$ cat src/rtl/layer_pkg.sv
`timescale 1ns/1ps
package layer_pkg;
    parameter int ADDR_W    = 20;
    parameter int COORD_W   = 10;
    parameter int STRIDE_W  = 16;
    parameter int ZOOM_W    = 4;
    parameter int CFG_BYTES = 16;

    localparam int CFG_BITS = CFG_BYTES * 8;
    localparam int IDX_W    = $clog2(CFG_BYTES);
    localparam int POS_W    = COORD_W + ZOOM_W + 2;
    localparam logic [2:0] FMT_LAST = 3'd4;

    // Big-endian image of the 16-byte control block: byte 0 is the top byte.
    typedef struct packed {
        logic                      enable;
        logic [3:0]                rsv0;
        logic [2:0]                fmt;
        logic [23-ADDR_W:0]        rsv1;
        logic [ADDR_W-1:0]         base;
        logic [STRIDE_W-1:0]       stride;
        logic [ZOOM_W-1:0]         xzoom;
        logic [ZOOM_W-1:0]         yzoom;
        logic [ZOOM_W-1:0]         xsub;
        logic [ZOOM_W-1:0]         ysub;
        logic [15-COORD_W:0]       rsv2;
        logic [COORD_W-1:0]        xstart;
        logic [15-COORD_W:0]       rsv3;
        logic [COORD_W-1:0]        ystart;
        logic [COORD_W-1:0]        width;
        logic [COORD_W-1:0]        height;
        logic [COORD_W-1:0]        lines;
        logic [31-3*COORD_W:0]     rsv4;
    } layer_cfg_t;
endpackage

$ cat src/rtl/lag_cfg_bank.sv
`timescale 1ns/1ps
module lag_cfg_bank
    import layer_pkg::*;
(
    input  logic             clk,
    input  logic             rst_n,
    input  logic             cfg_we,
    input  logic [IDX_W-1:0] cfg_idx,
    input  logic [7:0]       cfg_byte,
    input  logic             frame_start,
    input  logic             line_start,
    output layer_cfg_t       cfg_q,
    output layer_cfg_t       cfg_nx
);
    typedef struct packed {
        logic [CFG_BITS-1:0] sh;
        layer_cfg_t          act;
        logic [COORD_W-1:0]  lcnt;
    } bank_t;

    bank_t      bank_d, bank_q;
    layer_cfg_t sh_cfg;
    logic       reload;

    always_comb begin
        bank_d = bank_q;
        sh_cfg = layer_cfg_t'(bank_q.sh);
        reload = frame_start ||
                 (line_start && (bank_q.act.lines != '0) && (bank_q.lcnt == COORD_W'(1)));
        if (reload) begin
            bank_d.act  = sh_cfg;
            bank_d.lcnt = sh_cfg.lines;
        end else if (line_start && (bank_q.lcnt != '0)) begin
            bank_d.lcnt = bank_q.lcnt - COORD_W'(1);
        end
        if (cfg_we) begin
            bank_d.sh[CFG_BITS-1-8*int'(cfg_idx) -: 8] = cfg_byte;
        end
    end

    always_ff @(posedge clk) begin
        if (!rst_n) bank_q <= '0;
        else        bank_q <= bank_d;
    end

    assign cfg_q  = bank_q.act;
    assign cfg_nx = bank_d.act;

    AST_LCNT_BOUNDED: assert property (@(posedge clk) disable iff (!rst_n)
        bank_q.lcnt <= bank_q.act.lines);
    AST_ACT_ONLY_ON_STROBE: assert property (@(posedge clk) disable iff (!rst_n)
        (!frame_start && !line_start) |=> $stable(bank_q.act));
endmodule

$ cat src/rtl/lag_vstep.sv
`timescale 1ns/1ps
module lag_vstep
    import layer_pkg::*;
(
    input  logic              clk,
    input  logic              rst_n,
    input  logic              frame_start,
    input  logic              line_start,
    input  layer_cfg_t        cfg_nx,
    output logic [ADDR_W-1:0] line_addr,
    output logic              v_in
);
    localparam int CW1 = COORD_W + 1;

    typedef struct packed {
        logic [COORD_W-1:0] y;
        logic [ADDR_W-1:0]  line_addr;
        logic [ZOOM_W-1:0]  yz;
        logic               v_in;
    } vst_t;

    vst_t               v_d, v_q;
    logic [COORD_W-1:0] ny;
    logic [CW1-1:0]     y_end;
    logic               in_y;
    logic               unused_cfg;

    assign unused_cfg = ^cfg_nx;

    always_comb begin
        v_d   = v_q;
        ny    = frame_start ? '0 : v_q.y + COORD_W'(1);
        y_end = {1'b0, cfg_nx.ystart} + {1'b0, cfg_nx.height};
        in_y  = (ny >= cfg_nx.ystart) && ({1'b0, ny} < y_end);
        if (frame_start || line_start) begin
            v_d.y    = ny;
            v_d.v_in = in_y;
            if (ny == cfg_nx.ystart) begin
                v_d.line_addr = cfg_nx.base + ADDR_W'(cfg_nx.ysub) * ADDR_W'(cfg_nx.stride);
                v_d.yz        = '0;
            end else if (in_y) begin
                if (v_q.yz >= cfg_nx.yzoom) begin
                    v_d.yz        = '0;
                    v_d.line_addr = v_q.line_addr + ADDR_W'(cfg_nx.stride);
                end else begin
                    v_d.yz = v_q.yz + ZOOM_W'(1);
                end
            end
        end
    end

    always_ff @(posedge clk) begin
        if (!rst_n) v_q <= '0;
        else        v_q <= v_d;
    end

    assign line_addr = v_q.line_addr;
    assign v_in      = v_q.v_in;

    AST_LINE_ADDR_STABLE: assert property (@(posedge clk) disable iff (!rst_n)
        (!frame_start && !line_start) |=> $stable(v_q.line_addr));
endmodule

$ cat src/rtl/lag_hstep.sv
`timescale 1ns/1ps
module lag_hstep
    import layer_pkg::*;
(
    input  logic              clk,
    input  logic              rst_n,
    input  logic              frame_start,
    input  logic              line_start,
    input  logic              pix_tick,
    input  layer_cfg_t        cfg,
    input  logic [ADDR_W-1:0] line_addr,
    input  logic              v_in,
    output logic [ADDR_W-1:0] pix_addr,
    output logic              pix_en,
    output logic [2:0]        pix_bit
);
    localparam int CW1 = COORD_W + 1;

    typedef struct packed {
        logic [COORD_W-1:0] x;
        logic [POS_W-1:0]   pos;
        logic [ZOOM_W-1:0]  xz;
        logic [ADDR_W-1:0]  addr;
        logic [2:0]         bitix;
        logic               en;
    } hst_t;

    hst_t               h_d, h_q;
    logic [CW1-1:0]     x_end;
    logic               in_x, vis;
    logic [POS_W-1:0]   step, first_pos, cur_pos;
    logic [ZOOM_W-1:0]  cur_xz;
    logic               unused_cfg;

    assign unused_cfg = ^cfg;

    always_comb begin
        h_d       = h_q;
        x_end     = {1'b0, cfg.xstart} + {1'b0, cfg.width};
        in_x      = (h_q.x >= cfg.xstart) && ({1'b0, h_q.x} < x_end);
        vis       = cfg.enable && (cfg.fmt <= FMT_LAST) && in_x && v_in;
        step      = POS_W'(1) << cfg.fmt;
        first_pos = POS_W'(cfg.xsub) << cfg.fmt;
        cur_pos   = h_q.pos;
        cur_xz    = h_q.xz;
        if (h_q.x == cfg.xstart) begin
            cur_pos = first_pos;
            cur_xz  = '0;
        end else if (h_q.xz >= cfg.xzoom) begin
            cur_pos = h_q.pos + step;
            cur_xz  = '0;
        end else begin
            cur_xz  = h_q.xz + ZOOM_W'(1);
        end

        if (frame_start || line_start) begin
            h_d.x  = '0;
            h_d.en = 1'b0;
        end else if (pix_tick) begin
            h_d.x = h_q.x + COORD_W'(1);
            if (vis) begin
                h_d.pos   = cur_pos;
                h_d.xz    = cur_xz;
                h_d.addr  = line_addr + ADDR_W'(cur_pos >> 3);
                h_d.bitix = 3'd7 - cur_pos[2:0];
                h_d.en    = 1'b1;
            end else begin
                h_d.en = 1'b0;
            end
        end
    end

    always_ff @(posedge clk) begin
        if (!rst_n) begin
            h_q       <= '0;
            h_q.bitix <= 3'd7;
        end else begin
            h_q <= h_d;
        end
    end

    assign pix_addr = h_q.addr;
    assign pix_en   = h_q.en;
    assign pix_bit  = h_q.bitix;

    AST_EN_NEEDS_TICK: assert property (@(posedge clk) disable iff (!rst_n)
        $rose(h_q.en) |-> $past(pix_tick));
    AST_STROBE_CLEARS_EN: assert property (@(posedge clk) disable iff (!rst_n)
        (frame_start || line_start) |=> !h_q.en);
    AST_ADDR_HELD_OUTSIDE: assert property (@(posedge clk) disable iff (!rst_n)
        !h_q.en |-> ($stable(h_q.addr) && $stable(h_q.bitix)));
    AST_WIDE_FMT_BIT: assert property (@(posedge clk) disable iff (!rst_n)
        (h_q.en && cfg.fmt >= 3'd3) |-> (h_q.bitix == 3'd7));
endmodule

$ cat src/rtl/layer_addr_gen.sv
`timescale 1ns/1ps
module layer_addr_gen
    import layer_pkg::*;
(
    input  logic              clk,
    input  logic              rst_n,
    input  logic              cfg_we,
    input  logic [IDX_W-1:0]  cfg_idx,
    input  logic [7:0]        cfg_byte,
    input  logic              frame_start,
    input  logic              line_start,
    input  logic              pix_tick,
    output logic [ADDR_W-1:0] pix_addr,
    output logic              pix_en,
    output logic [2:0]        pix_bit
);
    layer_cfg_t        cfg_q, cfg_nx;
    logic [ADDR_W-1:0] line_addr;
    logic              v_in;

    lag_cfg_bank u_bank (
        .clk(clk), .rst_n(rst_n), .cfg_we(cfg_we), .cfg_idx(cfg_idx),
        .cfg_byte(cfg_byte), .frame_start(frame_start), .line_start(line_start),
        .cfg_q(cfg_q), .cfg_nx(cfg_nx)
    );

    lag_vstep u_vert (
        .clk(clk), .rst_n(rst_n), .frame_start(frame_start),
        .line_start(line_start), .cfg_nx(cfg_nx),
        .line_addr(line_addr), .v_in(v_in)
    );

    lag_hstep u_horz (
        .clk(clk), .rst_n(rst_n), .frame_start(frame_start),
        .line_start(line_start), .pix_tick(pix_tick), .cfg(cfg_q),
        .line_addr(line_addr), .v_in(v_in),
        .pix_addr(pix_addr), .pix_en(pix_en), .pix_bit(pix_bit)
    );
endmodule

$ cat config.mk
export PLATFORM = sky130hd
export DESIGN_NAME = layer_addr_gen
export DESIGN_NICKNAME = d
export VERILOG_FILES = /design/src/rtl/layer_pkg.sv /design/src/rtl/lag_cfg_bank.sv /design/src/rtl/lag_vstep.sv /design/src/rtl/lag_hstep.sv /design/src/rtl/layer_addr_gen.sv
export SDC_FILE = /design/constraint.sdc
export NUM_CORES = 1
export LEC_CHECK = 0
export BUFFER_PORTS_ARGS = -buffer_cell sky130_fd_sc_hd__buf_2
export CORE_MARGIN = 2
export CORE_UTILIZATION = 65
export CTS_CLUSTER_DIAMETER = 50
export DETAILED_ROUTE_END_ITERATION = 8
export PLACE_DENSITY = 0.78
export SLEW_MARGIN = 20
export SYNTH_ARGS = -nofsm -noshare
export SYNTH_HDL_FRONTEND = slang
export SYNTH_SLANG_ARGS = --single-unit
$ cat constraint.sdc
create_clock -name clk -period 15.15 [get_ports clk]
set_input_delay 1.515 -clock clk [delete_from_list [all_inputs] [get_ports clk]]
set_output_delay 1.515 -clock clk [all_outputs]
set_load 0.02 [all_outputs]
[After elaboration in Yosys (flattened, before gate mapping)]
Cells that the tools add are included.
Word-level totals
  register bits: 347
  bits in read-only memories: 0
  word-level logic and storage cells: 92
  latch bits: 0
  memories kept: 0
  bits in writable memories: 0
  input bits: 18
Operators by class
  div/mod/pow operators: 0
  add/sub/neg operators: 14
  shift operators: 4
  multipliers: 1
  order comparisons: 7
  reduce and logical (&&, ||, !) cells: 19
  equal/unequal tests: 3
  bitwise logic cells: 2
  multiplexer cells: 14
Operators by type and width (count)
  variable shift 8 x 33 -> 135 bit, first input constant: 1
  variable part select 8 x 33 -> 135 bit: 1
  bitwise mux 128 bit: 1
  2-to-1 mux 116 bit: 1
  2-to-1 mux 24 bit: 2
  negation 32 -> 33 bit: 1
  2-to-1 mux 16 bit: 2
  2-to-1 mux 10 bit: 3
  adder 10 x 10 -> 11 bit: 2
  < comparator 10 x 11 -> 1 bit: 2
  adder 10 x 1 -> 10 bit, second input constant: 2
  adder 20 x 13 -> 20 bit: 1
  adder 20 x 16 -> 20 bit: 1
  adder 20 bit: 1
  == test 10 bit: 2
  greater-or-equal comparator 10 bit: 2
  multiplier 4 x 16 -> 20 bit: 1
  2-to-1 mux 20 bit: 1
  nonzero test 10 bit: 2
  adder 16 bit: 1
  << shifter 1 x 3 -> 16 bit, first input constant: 1
  << shifter 4 x 3 -> 16 bit: 1
  2-to-1 mux 4 bit: 3
  == test 10 x 1 -> 1 bit, second input constant: 1
  other kinds (14): 28

[Logic depth before layout (Yosys ltp)]
Gate-level depths: netlist of run 1.
  depth in word-level cells: 10
  depth in mapped cells: 28
  mapped depth without buffers: 24

[Hierarchy]
A second synthesis of run 1 with hierarchy kept.
Second synthesis, totals
  cells, all modules: 2574
  area, all modules: 23732.8 µm²
By module, submodules not included
  lag_cfg_bank: seq. area each 5325.1 µm², times used 1, area each 12823.5 µm², cells an instance 1185
  lag_vstep: seq. area each 700.7 µm², times used 1, area each 6204.7 µm², cells an instance 786
  lag_hstep: seq. area each 1081.0 µm², times used 1, area each 4704.5 µm², cells an instance 603

[Worst setup path before layout of run 1]
No wires, ideal clock.
  path kind: in2reg
  start: input frame_start
  end: register u_vert.v_q (netlist bit u_vert.line_addr[16])
  required time: 15.034 ns
  data arrival time: 6.332 ns
  stages: 18
  path slack: 8.702 ns
  path buffers: 2
  library setup time: 0.116 ns
  cell sequence: a41oi_1 buf_4 buf_2 mux2i_1 nor2_1 fa_1 fa_1 inv_1 fa_1 inv_1 ha_1 a2111o_1 or4_1 o21ai_1 o21bai_1 a211oi_1 o32ai_1 a31o_1
On the way
  longest elaborated chain between the ends: 7
  elaborated cells on any way between the ends: 19
Ends and longest elaborated chain
  start: declaration: RTL line layer_addr_gen.sv:10  | input logic frame_start,
  branches (longest 7 deep; another with multiplier 4 x 16 -> 20 bit)
  end signal: assignment: RTL line lag_vstep.sv:54  | else v_q <= v_d;
  end: declaration: RTL line lag_vstep.sv:22  | vst_t v_d, v_q;
Several ways; the timed one is not identified. The select of a mux whose other input is x is not followed.
A chain may end at the register's enable or synchronous reset.

[Worst setup path after layout of run 1]
Ends and elaborated chain as after synthesis.

==> flow_metrics.env, run 1 <==
export IMPL_clk_pin_slew_ps=60
export IMPL_grt_use_total_pct=29.24
export IMPL_netlist_area_sq_mm=0.01838
export IMPL_synth_edf_count=0
export IMPL_first_pass_iters=6
export IMPL_yosys_area_top_type="dfxtp_1"
export IMPL_insertedDiodeCount=0
export IMPL_post_cts_setup_buffer_count=0
export IMPL_critPathArrivalTime_ps=7160
export IMPL_nets=2333
export IMPL_synth_avg_cell_area_sq_um=8.526
export IMPL_hold_start="u_bank.cfg_q[127]"
export IMPL_setup_viol_count_final=0
export IMPL_grt_pass1_wl_um=69550
export IMPL_place_area_sq_mm=0.01862
export IMPL_vias=14540
export IMPL_wl_per_cell_um=16.76
export IMPL_port_buffers=41
export IMPL_min_period_ps=6753
export IMPL_fill_cells=2206
export IMPL_met3_usage_pct=4.074
export IMPL_netlist_area_leader_share_pct=33.87
export IMPL_final_max_slew_viol_count=0
export IMPL_cts_resized=0
export IMPL_leakage_nw=8.772
export IMPL_r2r_setup_slack_ps=8630
export IMPL_dp_hpwl_um=29930
export IMPL_crit_fanout=24
export IMPL_critPathSlowestCell="mux2i_2"
export IMPL_cp_end_kind="flip-flop"
export IMPL_async_reset_ff_share_pct=0
export IMPL_worst_path_most_repeated_cell="fa_1"
export IMPL_synthDistinctLibCells=76
export IMPL_reg2reg_depth=19
export IMPL_drv_cap=0
export IMPL_holdPathStages=2
export IMPL_top_usage_layer="met2"
export IMPL_netlist_top_cells_count="343 x nor2_1, 311 x dfxtp_1, 219 x nand2_1"
export IMPL_yosysSeqAreaShare_pct=33.87
export IMPL_grt_max_degree=162
export IMPL_synth_area_leaders="dfxtp_1 34%, mux2i_1 10%, ha_1 9.3%, nor2_1 7.0%, fa_1 5.4%"
export IMPL_p_sw_w=0.0004933
export IMPL_relSlewSlack_pct=22.22
export IMPL_rows=61
export IMPL_drc=0
export IMPL_wl_um=42490
export IMPL_root_buffer="clkbuf_16"
export IMPL_hold_end="u_bank.cfg_q[127]"
export IMPL_grt_ovfl_total=0
export IMPL_avgViaCountPerCell=5.736
export IMPL_max_freq_mhz=148.1
export IMPL_dieArea_sq_mm=0.02964
export IMPL_vdd_ir_drop_max_mv=0.1060
export IMPL_cp_cell_sequence="buf_2 > a41oi_4 > buf_4 > mux2i_2 > nor2_1 > fa_1 > fa_1 > inv_1 > fa_1 > inv_1 > ha_1 > a2111o_1 > or4_1 > o21ai_1 > o21bai_1 > a211oi_1 > o32ai_1 > a31o_1"
export IMPL_path_class="in2reg"
export IMPL_slowest_delay_ps=810
export IMPL_fin_area_sq_mm=0.01993
export IMPL_setup_tns_ps=0
export IMPL_syn_to_final_growth_pct=8.393
export IMPL_gp_congestion=0.8775
export IMPL_power_switching_share_pct=25.38
export IMPL_pwr_share_comb_pct=8.9
export IMPL_cts_tree="done"
export IMPL_first_iter_violations=1035
export IMPL_clockPowerShare_pct=47.3
export IMPL_met2_usage_pct=49.42
export IMPL_synth_cells=2156
export IMPL_grt_pass1_vias=14050
export IMPL_synth_flop_cell="dfxtp_1"
export IMPL_core_area_sq_mm=0.02778
export IMPL_antenna_found_initial=0
export IMPL_min_period_over_period_pct=44.57
export IMPL_cts_max_level=2
export IMPL_numClockSinks=311
export IMPL_internal_power_w=0.001450
export IMPL_start_util_pct=66.17
export IMPL_die_y_um=172.2
export IMPL_r2r_start="u_bank.cfg_q[11]"
export IMPL_syn_nets=2361
export IMPL_numCtsBuffers=38
export IMPL_tightest_slew_ps=1162
export IMPL_hold_violations=0
export IMPL_reg2reg_to="u_vert.line_addr[16]"
export IMPL_cts_hold_buf=0
export IMPL_rsz0062_at_grt="false"
export IMPL_drive_gt1_share_pct=7.093
export IMPL_yosys_warnings=0
export IMPL_status="finished clean"
export IMPL_fin_worst_skew_ps=18.39
export IMPL_p_per_area_mw_per_mm2=97.55
export IMPL_yosysMostFrequentCell="nor2_1"
export IMPL_ant_nets=0
export IMPL_cp_required_ps=15560
export IMPL_clock_path_buffers=3
export IMPL_use_met1_pct=39.00
export IMPL_cp_start_kind="primary input"
export IMPL_seqPwrFrac_pct=43.7
export IMPL_ys_ff_latch=311
export IMPL_clkLatencyLatePin_ps=530
export IMPL_hold_path_class="reg2reg"
export IMPL_pin_count=42
export IMPL_die_width_um=172.2
## placed cells by master (no fill, tap or decap), types with 5 or more instances in the layout
cell type / instances
clkbuf_16: 39
nand3b_1: 8
and3_1: 23
o21bai_1: 10
or2_2: 11
nor2_1: 342
o32ai_1: 5
or3_1: 9
a311oi_1: 5
nand4_1: 14
a211oi_1: 22
o211ai_1: 17
a31oi_1: 10
fa_1: 50
mux2i_1: 183
buf_2: 41
buf_4: 12
and2_1: 7
xor2_1: 55
clkinv_4: 5
clkbuf_8: 9
ha_1: 137
nand2_1: 219
o21ai_0: 66
nor2b_1: 8
nor3_1: 24
nor3b_1: 8
a21oi_1: 149
xnor2_1: 49
dfxtp_1: 311
inv_1: 133
nand3_1: 31
o21a_1: 8
nand2b_1: 18
a21o_1: 30
o31ai_1: 5
## state kept, by name, summed over array words and instances, names as in the netlist
register,cells
u_bank.sh_cfg,106
u_horz.h_q,30
u_vert.v_q,14
u_bank.cfg_q,106
u_horz.pix_bit,3
u_bank.bank_q,10
u_vert.v_in,1
u_horz.pix_addr,20
u_horz.pix_en,1
u_vert.line_addr,20
## per-stage QoR
| step | hold slack, ps | std cells | total power, W | utilization (%) | setup slack (ps) |
|---|---|---|---|---|---|
| after floorplan | 427.7 | 2156 | 0.0009907 | - | 8702 |
| after global placement | 440.8 | 2466 | 0.001035 | 67.01 | 7998 |
| after detailed placement | 442.4 | 2466 | 0.001039 | 67.01 | 7941 |
| after CTS | 451.6 | 2535 | 0.001955 | 71.71 | 8470 |
| after global routing | 470.3 | 2535 | 0.002006 | 71.72 | 8042 |
| final | 453.1 | 2535 | 0.001944 | 71.72 | 8397 |
## worst max-delay path, delay by kind of cell
family / cells / cell delay [ps]
AO/OA/AOI/OAI: 7 / 1630
buffers and inverters: 4 / 680
multiplexers: 1 / 810
AND/OR/NAND/NOR: 2 / 580
adder cells (fa/ha/maj): 4 / 1920
## power groups by stage
stage               Sequential (W)  Combinational, W  Clock (W)
floorplan                 0.000861          0.000130          0
global placement          0.000867          0.000168          0
detailed placement        0.000867          0.000172          0
CTS                       0.000850          0.000173   0.000933
global route              0.000852          0.000192   0.000963
finish                    0.000850          0.000174   0.000919
## layer usage
| layer | vias to the layer above | part of all wire (%) |
|---|---|---|
| li1 | 7249 | - |
| met1 | 6894 | 46 |
| met2 | 323 | 47 |
| met3 | 75 | 5.1 |
| met4 | 0 | 2.3 |
| met5 | - | 0 |
## area by class of cell
cell class / instances / area, sq um / share of cell area [%]
sequential: 311 / 6226 / 31.25
clock buffer: 52 / 1115 / 5.595
inverter: 134 / 510.5 / 2.562
timing repair buffer: 53 / 295.3 / 1.482
multi-input combinational: 1590 / 11110 / 55.77
clock inverter: 17 / 192.7 / 0.9670
tap: 378 / 473.0 / 2.374
## cells by family after synthesis
| kind of cell | after synthesis | share of synthesized area, % |
|---|---|---|
| and+or+nand+nor | 738 | 17.36 |
| AOI/OAI and AO/OA | 372 | 12.80 |
| DFF | 311 | 33.87 |
| buffers and inverters | 255 | 5.881 |
| muxes | 189 | 10.37 |
| adders and majority gates | 187 | 14.77 |
| xor gates and xnor gates | 104 | 4.955 |
## how the worst max path moves through the flow
stage	from	end	slack, ps	cells after the start
global route	frame_start	u_vert.line_addr[16]	8040	18
finish	frame_start	u_vert.line_addr[16]	8400	18
detailed placement	line_start	u_vert.line_addr[16]	7940	18
global placement	line_start	u_vert.line_addr[16]	8000	18
CTS	line_start	u_vert.line_addr[16]	8470	18
floorplan	frame_start	u_vert.line_addr[16]	8700	18
Note: power is estimated with default switching activity, not from simulation.
==> run 2, diff against run 1 <==
--- a/config.mk
+++ b/config.mk
@@ -7,10 +7,10 @@
 export LEC_CHECK = 0
 export BUFFER_PORTS_ARGS = -buffer_cell sky130_fd_sc_hd__buf_2
 export CORE_MARGIN = 2
-export CORE_UTILIZATION = 65
+export CORE_UTILIZATION = 64
 export CTS_CLUSTER_DIAMETER = 50
 export DETAILED_ROUTE_END_ITERATION = 8
-export PLACE_DENSITY = 0.78
+export PLACE_DENSITY = 0.77
 export SLEW_MARGIN = 20
 export SYNTH_ARGS = -nofsm -noshare
 export SYNTH_HDL_FRONTEND = slang
==> constraint.sdc (replaced) <==
create_clock -name clk -period 6.75 [get_ports clk]
set_input_delay 0.675 -clock clk [delete_from_list [all_inputs] [get_ports clk]]
set_output_delay 0.675 -clock clk [all_outputs]
set_load 0.02 [all_outputs]
==> run 2 against run 1 <==
Net effect:
- die area grew 1.5%
- total power increased by 120%
- non-clock buffer count grew 12
- sequential cell count unchanged
- register-to-register slack got worse by 8000 ps
- count of clock-buffer cells in the layout fell by 2
- setup slack lost 7700 ps
- via count rose by 1.7%
- global-route usage is 0.85 points lower
- critical path type is now reg2reg
- utilization shrank 1.7 points
- critical endpoint is now u_vert.line_addr[18]
- clock skew up 3.4 ps
- sequential power grew 120%
- largest cell class unchanged
==> flow_metrics.env, run 2 (synthesis gave the netlist of run 1 again) <==
export IMPL_fin_cells=2553
export IMPL_cts_tree="done"
export IMPL_port_buffers=41
export IMPL_drv_cap=0
export IMPL_use_met1_pct=38.37
export IMPL_path_class="reg2reg"
export IMPL_vdd_ir_drop_max_mv=0.2475
export IMPL_setup_viol_count_final=0
export IMPL_layout_commonest_cell="nor2_1"
export IMPL_numClockSinks=311
export IMPL_syn_to_final_growth_pct=8.494
export IMPL_setup_tns_ps=0
export IMPL_cp_required_ps=7100
export IMPL_worstSetupStartpoint="u_bank.cfg_q[11]"
export IMPL_numCtsBuffers=38
export IMPL_top_usage_layer="met2"
export IMPL_cts_resized=0
export IMPL_wl_um=42810
export IMPL_fill_cells=2272
export IMPL_gp_congestion=0.8966
export IMPL_critPathSlowestCell="fa_1"
export IMPL_cts_hold_buf=0
export IMPL_reg2reg_to="u_vert.line_addr[18]"
export IMPL_layout_common_cells="342 x nor2_1, 311 x dfxtp_1, 219 x nand2_1"
export IMPL_critPathArrivalTime_ps=6430
export IMPL_first_pass_iters=5
export IMPL_min_period_ps=6074
export IMPL_rows=62
export IMPL_rsz0062_at_grt="false"
export IMPL_fin_worst_skew_ps=21.80
export IMPL_first_iter_violations=1061
export IMPL_drive_gt1_share_pct=7.568
export IMPL_hold_start="u_bank.cfg_q[79]"
export IMPL_grt_ovfl_total=0
export IMPL_grt_pass1_wl_um=70690
export IMPL_r2r_setup_slack_ps=680
export IMPL_avgViaCountPerCell=5.794
export IMPL_core_area_sq_mm=0.02847
export IMPL_min_period_over_period_pct=89.98
export IMPL_antenna_found_initial=2
export IMPL_cp_end_kind="flip-flop"
export IMPL_crit_buf_inv=4
export IMPL_path_delay_family="adder cells"
export IMPL_nets=2345
export IMPL_reg2reg_depth=20
export IMPL_met3_usage_pct=3.860
export IMPL_start_util_pct=64.57
export IMPL_hold_violations=0
export IMPL_die_width_um=173.5
export IMPL_seq_area_sq_mm=0.006226
export IMPL_cp_start_kind="flip-flop"
export IMPL_slowest_delay_ps=560
export IMPL_root_buffer="clkbuf_16"
export IMPL_leakage_nw=8.772
export IMPL_setup_ws_ps=676.4
export IMPL_power_total_w=0.004246
export IMPL_final_max_slew_viol_count=0
export IMPL_die_y_um=173.5
export IMPL_hold_end="u_bank.cfg_q[79]"
export IMPL_grt_use_total_pct=28.39
export IMPL_worst_path_most_repeated_cell="fa_1"
export IMPL_hold_path_class="reg2reg"
export IMPL_clkLatencyLatePin_ps=530
export IMPL_status="finished clean"
export IMPL_vias=14790
export IMPL_crit_fanout=20
export IMPL_relSlewSlack_pct=24.43
export IMPL_multi_input_area_sq_mm=0.01111
export IMPL_met2_usage_pct=47.80
export IMPL_grt_pass1_vias=14220
export IMPL_pin_count=42
export IMPL_cts_max_level=2
export IMPL_drc=0
export IMPL_holdWs_ps=449.4
export IMPL_dp_slack_ps=674.3
export IMPL_tightest_slew_ps=1129
export IMPL_r2r_start="u_bank.cfg_q[11]"
export IMPL_clk_pin_slew_ps=60
export IMPL_dieArea_sq_mm=0.03010
export IMPL_max_freq_mhz=164.6
export IMPL_p_per_area_mw_per_mm2=212.9
export IMPL_dp_hpwl_um=30610
export IMPL_grt_max_degree=162
export IMPL_clock_path_buffers=3
export IMPL_post_cts_setup_buffer_count=0
export IMPL_wl_per_cell_um=16.77
export IMPL_cp_cell_sequence="nor4_1 > nand3_1 > a41oi_4 > buf_4 > mux2i_2 > buf_4 > nor2_1 > fa_1 > fa_1 > inv_1 > fa_1 > inv_1 > ha_1 > a21o_1 > a31oi_1 > a21boi_0 > o21ai_1 > o21ai_0 > mux2i_1 > a31oi_1"
export IMPL_ant_nets=0
export IMPL_holdPathStages=2
export IMPL_placed_cells=2484
[run 2: layer usage]
| layer | vias up | routed length [um] |
|---|---|---|
| met5 | - | 0 |
| met1 | 7121 | 19700 |
| met3 | 66 | 2057 |
| li1 | 7253 | - |
| met4 | 0 | 816 |
| met2 | 353 | 20240 |
[run 2: how the worst max path moves through the flow]
stage	end	slack (ps)	cells after the start
3_3_place_gp	u_vert.line_addr[16]	810	19
4_1_cts	u_vert.line_addr[16]	670	20
3_5_place_dp	u_vert.line_addr[16]	670	19
2_1_floorplan	u_vert.line_addr[16]	1100	20
6_report	u_vert.line_addr[18]	680	20
5_1_grt	u_vert.line_addr[17]	80	24
[run 2: metrics by stage]
stage / utilization [%] / instance area (sq um)
floorplan: - / 18380
global placement: 65.73 / 18710
detailed placement: 65.73 / 18710
CTS: 70.03 / 19940
global route: 70.05 / 19940
finish: 70.05 / 19940
[run 2: power breakdown]
group	switching [W]	internal [W]	leakage, nW	total, W
logic	0.000255	0.000135	5.67	0.000390
clock network	0.000795	0.00115	0.594	0.00195
registers	0.0000369	0.00187	2.51	0.00191
[run 2: worst register-to-register path, cell delays in order, from the launching register on]
cell      delay, ps
dfxtp_1         320
nor4_1          290
nand3_1         230
a41oi_4         350
buf_4           400
mux2i_2         440
buf_4           250
nor2_1           70
fa_1            490
fa_1            560
inv_1            50
fa_1            500
inv_1            40
ha_1            360
a21o_1          170
a31oi_1          60
a21boi_0        450
o21ai_1         220
o21ai_0         340
mux2i_1         230
a31oi_1          90
[run 2: area by class of cell]
class                           instances  area share [%]
Antenna cell                            2         0.02509
Clock buffer                           50           5.502
Clock inverter                         17          0.6336
Inverter                              134           2.560
Multi-Input combinational cell       1590           55.72
Sequential cell                       311           31.22
Tap cell                              384           2.409
Timing Repair Buffer                   65           1.932
